===== src/rtl/adc_seq_pkg.sv =====
package adc_seq_pkg;
  parameter int unsigned LEN_W  = 4;
  parameter int unsigned RATE_W = 2;
  parameter int unsigned BASE   = 16;
  parameter int unsigned WT_HI  = 16;
  parameter int unsigned WT_MID = 4;
  parameter int unsigned WT_LO  = 1;

  localparam int unsigned RMAX    = (1 << RATE_W) - 1;
  localparam int unsigned PER_MAX = BASE + (WT_HI + WT_MID + WT_LO) * RMAX;
  localparam int unsigned CNT_W   = $clog2(PER_MAX + 1);

  typedef logic [CNT_W-1:0]  per_t;
  typedef logic [LEN_W-1:0]  slot_t;
  typedef logic [RATE_W-1:0] rate_t;

  typedef struct packed {
    logic  cont;
    slot_t last;
    logic  sync;
    per_t  period;
  } run_cfg_t;

  typedef enum logic [1:0] {PH_IDLE, PH_WAIT, PH_CONV} phase_e;

  function automatic per_t calc_period(rate_t hi, rate_t mid, rate_t lo);
    int unsigned sum;
    sum = BASE + WT_HI * int'(hi) + WT_MID * int'(mid) + WT_LO * int'(lo);
    return per_t'(sum);
  endfunction
endpackage


===== src/rtl/adc_seq_cfg.sv =====
module adc_seq_cfg
  import adc_seq_pkg::*;
(
  input  logic     clk,
  input  logic     rst_n,
  input  logic     capture_i,
  input  logic     cont_i,
  input  logic     seq_en_i,
  input  slot_t    len_i,
  input  rate_t    hi_i,
  input  rate_t    mid_i,
  input  rate_t    lo_i,
  input  logic     sync_en_i,
  output run_cfg_t live_o,
  output run_cfg_t held_o
);
  always_comb begin
    live_o.cont   = cont_i;
    live_o.last   = seq_en_i ? len_i : '0;
    live_o.sync   = sync_en_i && (lo_i == '0);
    live_o.period = calc_period(hi_i, mid_i, lo_i);
  end

  always_ff @(posedge clk or negedge rst_n) begin
    if (!rst_n) begin
      held_o <= '{cont: 1'b0, last: '0, sync: 1'b0, period: per_t'(BASE)};
    end else if (capture_i) begin
      held_o <= live_o;
    end
  end

  assert_held_frozen_R10: assert property (@(posedge clk) disable iff (!rst_n)
    !$past(capture_i) |-> held_o == $past(held_o));
endmodule


===== src/rtl/adc_seq_timer.sv =====
module adc_seq_timer
  import adc_seq_pkg::*;
(
  input  logic clk,
  input  logic rst_n,
  input  logic load_i,
  input  per_t load_val_i,
  output logic expired_o
);
  per_t cnt_q;

  always_ff @(posedge clk or negedge rst_n) begin
    if (!rst_n)              cnt_q <= '0;
    else if (load_i)         cnt_q <= load_val_i;
    else if (cnt_q != '0)    cnt_q <= cnt_q - 1'b1;
  end

  assign expired_o = (cnt_q == '0);

  assert_timer_range_R5: assert property (@(posedge clk) disable iff (!rst_n)
    cnt_q <= per_t'(PER_MAX - 1));
  assert_timer_load_R5: assert property (@(posedge clk) disable iff (!rst_n)
    load_i |=> cnt_q == $past(load_val_i));
endmodule


===== src/rtl/adc_seq_fsm.sv =====
module adc_seq_fsm
  import adc_seq_pkg::*;
(
  input  logic     clk,
  input  logic     rst_n,
  input  logic     start_i,
  input  logic     stop_i,
  input  logic     sync_pulse_i,
  input  run_cfg_t cfg_live_i,
  input  run_cfg_t cfg_held_i,
  input  logic     expired_i,
  output logic     capture_o,
  output logic     tmr_load_o,
  output per_t     tmr_val_o,
  output logic     conv_start_o,
  output slot_t    slot_o,
  output logic     seq_end_o,
  output logic     busy_o
);
  phase_e   phase_q;
  slot_t    slot_q;
  logic     stop_q, conv_q, send_q;
  logic     accept, trig, stop_now, done, last_slot, end_run, fire;
  run_cfg_t cfg_cur;

  always_comb begin
    accept    = (phase_q == PH_IDLE) && start_i;
    cfg_cur   = accept ? cfg_live_i : cfg_held_i;
    trig      = !cfg_cur.sync || sync_pulse_i;
    stop_now  = stop_q || stop_i;
    done      = (phase_q == PH_CONV) && expired_i;
    last_slot = (slot_q == cfg_cur.last);
    end_run   = done && (stop_now || (last_slot && !cfg_cur.cont));
    fire      = (accept && trig)
             || ((phase_q == PH_WAIT) && !stop_now && trig)
             || (done && !end_run && trig);
  end

  assign capture_o  = accept;
  assign tmr_load_o = fire;
  assign tmr_val_o  = cfg_cur.period - 1'b1;

  always_ff @(posedge clk or negedge rst_n) begin
    if (!rst_n) begin
      phase_q <= PH_IDLE;
      slot_q  <= '0;
      stop_q  <= 1'b0;
      conv_q  <= 1'b0;
      send_q  <= 1'b0;
    end else begin
      conv_q <= fire;
      send_q <= done && last_slot;
      unique case (phase_q)
        PH_IDLE: begin
          if (start_i) begin
            slot_q  <= '0;
            stop_q  <= 1'b0;
            phase_q <= trig ? PH_CONV : PH_WAIT;
          end
        end
        PH_WAIT: begin
          if (stop_now) begin
            phase_q <= PH_IDLE;
            slot_q  <= '0;
            stop_q  <= 1'b0;
          end else if (trig) begin
            phase_q <= PH_CONV;
          end
        end
        PH_CONV: begin
          if (done) begin
            stop_q <= 1'b0;
            if (end_run) begin
              phase_q <= PH_IDLE;
              slot_q  <= '0;
            end else begin
              slot_q  <= last_slot ? '0 : slot_q + 1'b1;
              phase_q <= trig ? PH_CONV : PH_WAIT;
            end
          end else begin
            stop_q <= stop_now;
          end
        end
        default: phase_q <= PH_IDLE;
      endcase
    end
  end

  assign conv_start_o = conv_q;
  assign seq_end_o    = send_q;
  assign slot_o       = slot_q;
  assign busy_o       = (phase_q != PH_IDLE);

  assert_start_busy_R12: assert property (@(posedge clk) disable iff (!rst_n)
    conv_start_o |-> busy_o);
  assert_start_pulse_R12: assert property (@(posedge clk) disable iff (!rst_n)
    conv_start_o |=> !conv_start_o);
  assert_idle_slot_R8: assert property (@(posedge clk) disable iff (!rst_n)
    !busy_o |-> slot_o == '0);
  assert_slot_range_R2: assert property (@(posedge clk) disable iff (!rst_n)
    busy_o |-> slot_o <= cfg_held_i.last);
  assert_end_final_R11: assert property (@(posedge clk) disable iff (!rst_n)
    seq_end_o |-> $past(slot_q == cfg_held_i.last));
  assert_sync_gate_R6: assert property (@(posedge clk) disable iff (!rst_n)
    conv_start_o |-> $past(!cfg_cur.sync || sync_pulse_i));
endmodule


===== src/rtl/adc_seq_ctrl.sv =====
module adc_seq_ctrl
  import adc_seq_pkg::*;
(
  input  logic              clk,
  input  logic              rst_n,
  input  logic              cfg_cont,
  input  logic              cfg_seq_en,
  input  logic [LEN_W-1:0]  cfg_seq_len,
  input  logic [RATE_W-1:0] cfg_rate_hi,
  input  logic [RATE_W-1:0] cfg_rate_mid,
  input  logic [RATE_W-1:0] cfg_rate_lo,
  input  logic              cfg_sync_en,
  input  logic              sw_start,
  input  logic              sw_stop,
  input  logic              reg_sync,
  output logic              conv_start,
  output logic [LEN_W-1:0]  slot_idx,
  output logic              seq_end,
  output logic              busy
);
  run_cfg_t cfg_live, cfg_held;
  logic     capture, tmr_load, expired;
  per_t     tmr_val;

  adc_seq_cfg u_cfg (
    .clk(clk), .rst_n(rst_n), .capture_i(capture),
    .cont_i(cfg_cont), .seq_en_i(cfg_seq_en), .len_i(cfg_seq_len),
    .hi_i(cfg_rate_hi), .mid_i(cfg_rate_mid), .lo_i(cfg_rate_lo),
    .sync_en_i(cfg_sync_en), .live_o(cfg_live), .held_o(cfg_held)
  );

  adc_seq_timer u_timer (
    .clk(clk), .rst_n(rst_n), .load_i(tmr_load),
    .load_val_i(tmr_val), .expired_o(expired)
  );

  adc_seq_fsm u_fsm (
    .clk(clk), .rst_n(rst_n), .start_i(sw_start), .stop_i(sw_stop),
    .sync_pulse_i(reg_sync), .cfg_live_i(cfg_live), .cfg_held_i(cfg_held),
    .expired_i(expired), .capture_o(capture), .tmr_load_o(tmr_load),
    .tmr_val_o(tmr_val), .conv_start_o(conv_start), .slot_o(slot_idx),
    .seq_end_o(seq_end), .busy_o(busy)
  );
endmodule


===== config.mk =====
export PLATFORM = sky130hd
export DESIGN_NAME = adc_seq_ctrl
export DESIGN_NICKNAME = d
export VERILOG_FILES = /design/src/rtl/adc_seq_pkg.sv /design/src/rtl/adc_seq_cfg.sv /design/src/rtl/adc_seq_timer.sv /design/src/rtl/adc_seq_fsm.sv /design/src/rtl/adc_seq_ctrl.sv
export SDC_FILE = /design/constraint.sdc
export NUM_CORES = 1
export LEC_CHECK = 0
export CORE_MARGIN = 5
export CORE_UTILIZATION = 57
export CTS_CLUSTER_SIZE = 40
export DETAILED_ROUTE_END_ITERATION = 8
export MAX_ROUTING_LAYER = met4
export PLACE_DENSITY_LB_ADDON = 0.08
export SLEW_MARGIN = 15
export SYNTH_ARGS = -nofsm -noshare
export SYNTH_HDL_FRONTEND = slang
export SYNTH_SLANG_ARGS = --single-unit

===== constraint.sdc =====
create_clock -name clk -period 8.1 [get_ports clk]
set_clock_uncertainty 0.2 [all_clocks]
set_input_delay 1.62 -clock clk [delete_from_list [all_inputs] [get_ports clk]]
set_output_delay 1.62 -clock clk [all_outputs]
set_load 0.02 [all_outputs]

==> results.ini <==
[status]
status=finished, final reports clean

[die]
ioPinCount=25
chipWidth_um=63.6
row_count=19
core_area_um2=2760
fp.dieH_um=63.6
dieArea_um2=4040
initial_core_util_pct=59.3

[critical_path]
rr_worst_depth=12
crit_required_ns=8.13
path_class=input pin to flip-flop
worstPathArrival_ns=5.09
worstPathMaxFanout=15
r2r_slack_ns=4.35
r2r_end=u_timer.cnt_q[4]
r2r-start=u_fsm.phase_q[1]
crit_path_end_kind=flip-flop
start_kind=input pin

[power]
switching_share_pct=39.8
vdd_ir_drop_max_uv=248
power_density_nw_per_um2=312
combPwrFrac_pct=44.2
p_int_uw=367
power_leakage_nw=0.908
p_switching_uw=242
seqPwrFrac_pct=41.0
power_frac_clock_pct=14.7

[logic_synthesis]
async_flop_share_pct=100
synth_seq_cells=29
avgSynthCellArea_um2=9.92
synth.cell_area_um2=1640
yosys_warnings=0
synth_nets=186
ys.flop_type=dfrtp_1
synth_edf_count=0
synth_cells=165
ys_types=46
seq_area_frac_synth_pct=44.4

[job]
cap_violations=0

[global_routing]
grt_usage_pct=20.0
antenna_found_initial=0
grt-ovfl-total=0
grt_max_degree=30
grt_first_pass_wirelength_um=6100
grt_pass1_vias=1314

[timing]
slew_viol_final=0
tns_ns=0
setup_viol=0
hold_viol=0
tightest_slew_ns=0.532
rsz0062_at_grt=false
period_share_pct=62.4
maxSlewHeadroom_pct=64.6
fmax_ghz=0.198
fin_crit_ns=5.05

[clocking]
htreeDepth=2
cts_tree=done
cts_resized=0
holdBufCountCts=0
cts_buffers=5
cts_buffer_depth=2
root_buffer=clkbuf_4
clock_sinks=29
cts_setup_buffers=0
cts.clk_slew.worst_paths_ns=0.09
worstSkewPairLatency_ns=0.32

[hold_path]
min_delay_path_depth=2
hp-start=u_cfg.held_o[11]
min_path_type=flip-flop to flip-flop
hold_end=u_cfg.held_o[11]

[finish]
stdcell_area_um2=1960
stdcell_count=225
area_growth_pct=19.5
n_antenna_cell=0
final_nets=215
finish.utilization_pct=70.9
layout-drive-gt1-share_pct=9.79

[routing]
avgRoutedWirePerCell_um=15.6
drc=0
drt_wl_total_um=3520
drt-pass1-iter-count=4
postRouteAntennaNets=0
num_vias=1304
via_per_inst=5.80
drt_iter0_drc=49

[placed_design]
dp.cells=218
dpl.hpwl_um=2560
place_area_um2=1900
portBuffers=24
gp_congestion=0.869

Yosys cell counts (2+ instances only):
| library cell | number | area share, % |
|---|---|---|
| ha_1 | 3 | 2.3 |
| a21oi_1 | 4 | 1.2 |
| a31oi_1 | 2 | 0.76 |
| xnor2_1 | 4 | 2.1 |
| mux2i_1 | 13 | 8.0 |
| dfrtp_1 | 28 | 43 |
| or4_1 | 2 | 0.92 |
| and3_1 | 2 | 0.76 |
| nand2b_1 | 3 | 1.1 |
| o211ai_1 | 2 | 0.92 |
| nand3_1 | 2 | 0.61 |
| o21ai_0 | 5 | 1.5 |
| clkbuf_1 | 2 | 0.46 |
| xor2_1 | 5 | 2.7 |
| nor3b_1 | 3 | 1.4 |
| nor3_1 | 6 | 1.8 |
| mux2_4 | 2 | 1.8 |
| buf_6 | 2 | 1.4 |
| o22ai_1 | 2 | 0.76 |
| nor2_1 | 9 | 2.1 |
| inv_1 | 10 | 2.3 |
| a22o_1 | 3 | 1.6 |
| or3_1 | 2 | 0.76 |
| nand2_1 | 27 | 6.2 |
state kept, by name (all words and copies together) (netlist names):
name / count
u_cfg.held_o: 13
u_timer.cnt_q: 7
u_fsm.slot_o: 4
u_fsm.phase_q: 2
u_fsm.conv_start_o: 1
u_fsm.seq_end_o: 1
u_fsm.stop_q: 1
per-stage QoR:
| stage | setup WS (ns) | hold WS (ns) | power (mW) |
|---|---|---|---|
| 5_1_grt | 2.76 | 0.329 | 0.658 |
| 2_1_floorplan | 3.77 | 0.237 | 0.449 |
| 6_report | 3.05 | 0.291 | 0.609 |
| 3_3_place_gp | 2.95 | 0.265 | 0.507 |
| 3_5_place_dp | 2.79 | 0.272 | 0.517 |
| 4_1_cts | 3.05 | 0.293 | 0.610 |
cell usage in the layout (no fill, tap or decap), drive strengths merged, types with 3 or more instances in the layout:
| cell type | count |
|---|---|
| dfrtp | 28 |
| o21ai | 6 |
| mux2i | 13 |
| clkdlybuf4s50 | 24 |
| nor3b | 3 |
| xor2 | 5 |
| nor2 | 9 |
| a22o | 3 |
| nor3 | 7 |
| xnor2 | 4 |
| mux2 | 3 |
| inv | 10 |
| clkbuf | 7 |
| a21oi | 5 |
| nand2b | 3 |
| nand2 | 28 |
| ha | 3 |
worst max-delay path by stage:
stage          startpoint                to  slack, ns  depth (start not counted)
3_5_place_dp     sw_start  u_timer.cnt_q[4]       2.79                         13
3_3_place_gp     sw_start  u_timer.cnt_q[4]       2.95                         13
6_report         sw_start  u_timer.cnt_q[4]       3.05                         13
2_1_floorplan    sw_start  u_timer.cnt_q[4]       3.77                         12
4_1_cts          sw_start  u_timer.cnt_q[4]       3.05                         13
5_1_grt          sw_start  u_timer.cnt_q[4]       2.76                         13
layout make-up:
type                       count  area (µm²)
timing repair buffer          26         255
multi-input combinational    122         842
clock buffer                   7        55.1
tap                           31        38.8
inverter                      10        37.5
sequential                    29         727
fill                         223         802
power by group through the flow:
| stage | sequential [mW] | clock, mW | combinational [mW] |
|---|---|---|---|
| floorplan | 0.239 | 0 | 0.210 |
| global placement | 0.249 | 0 | 0.258 |
| detailed placement | 0.252 | 0 | 0.265 |
| CTS | 0.248 | 0.0918 | 0.270 |
| global route | 0.256 | 0.0991 | 0.303 |
| finish | 0.250 | 0.0898 | 0.269 |
per-layer routing:
layer | global-route usage [%] | routed length, µm
met5 | - | 0
met4 | 8.05 | 60
met3 | 5.15 | 165
met2 | 31.5 | 1680
met1 | 24.4 | 1620
cells by family after synthesis:
family,synth area share (%)
xor+xnor,4.82
mux,10.5
buf+inv,4.13
fa+ha+maj,2.29
flops,44.4
simple gates,22.2
compound gates,11.6
critical path, cell delays in order:
cell,delay [ns]
clkdlybuf4s50_1,0.51
or3b_1,0.60
a221o_1,0.35
o41ai_1,0.10
nand4b_1,0.32
nand2_2,0.30
mux2i_1,0.23
ha_1,0.21
inv_1,0.09
or3_1,0.33
xnor2_1,0.14
nand2_1,0.08
mux2i_1,0.20
Note: power is estimated with default switching activity, not from simulation.
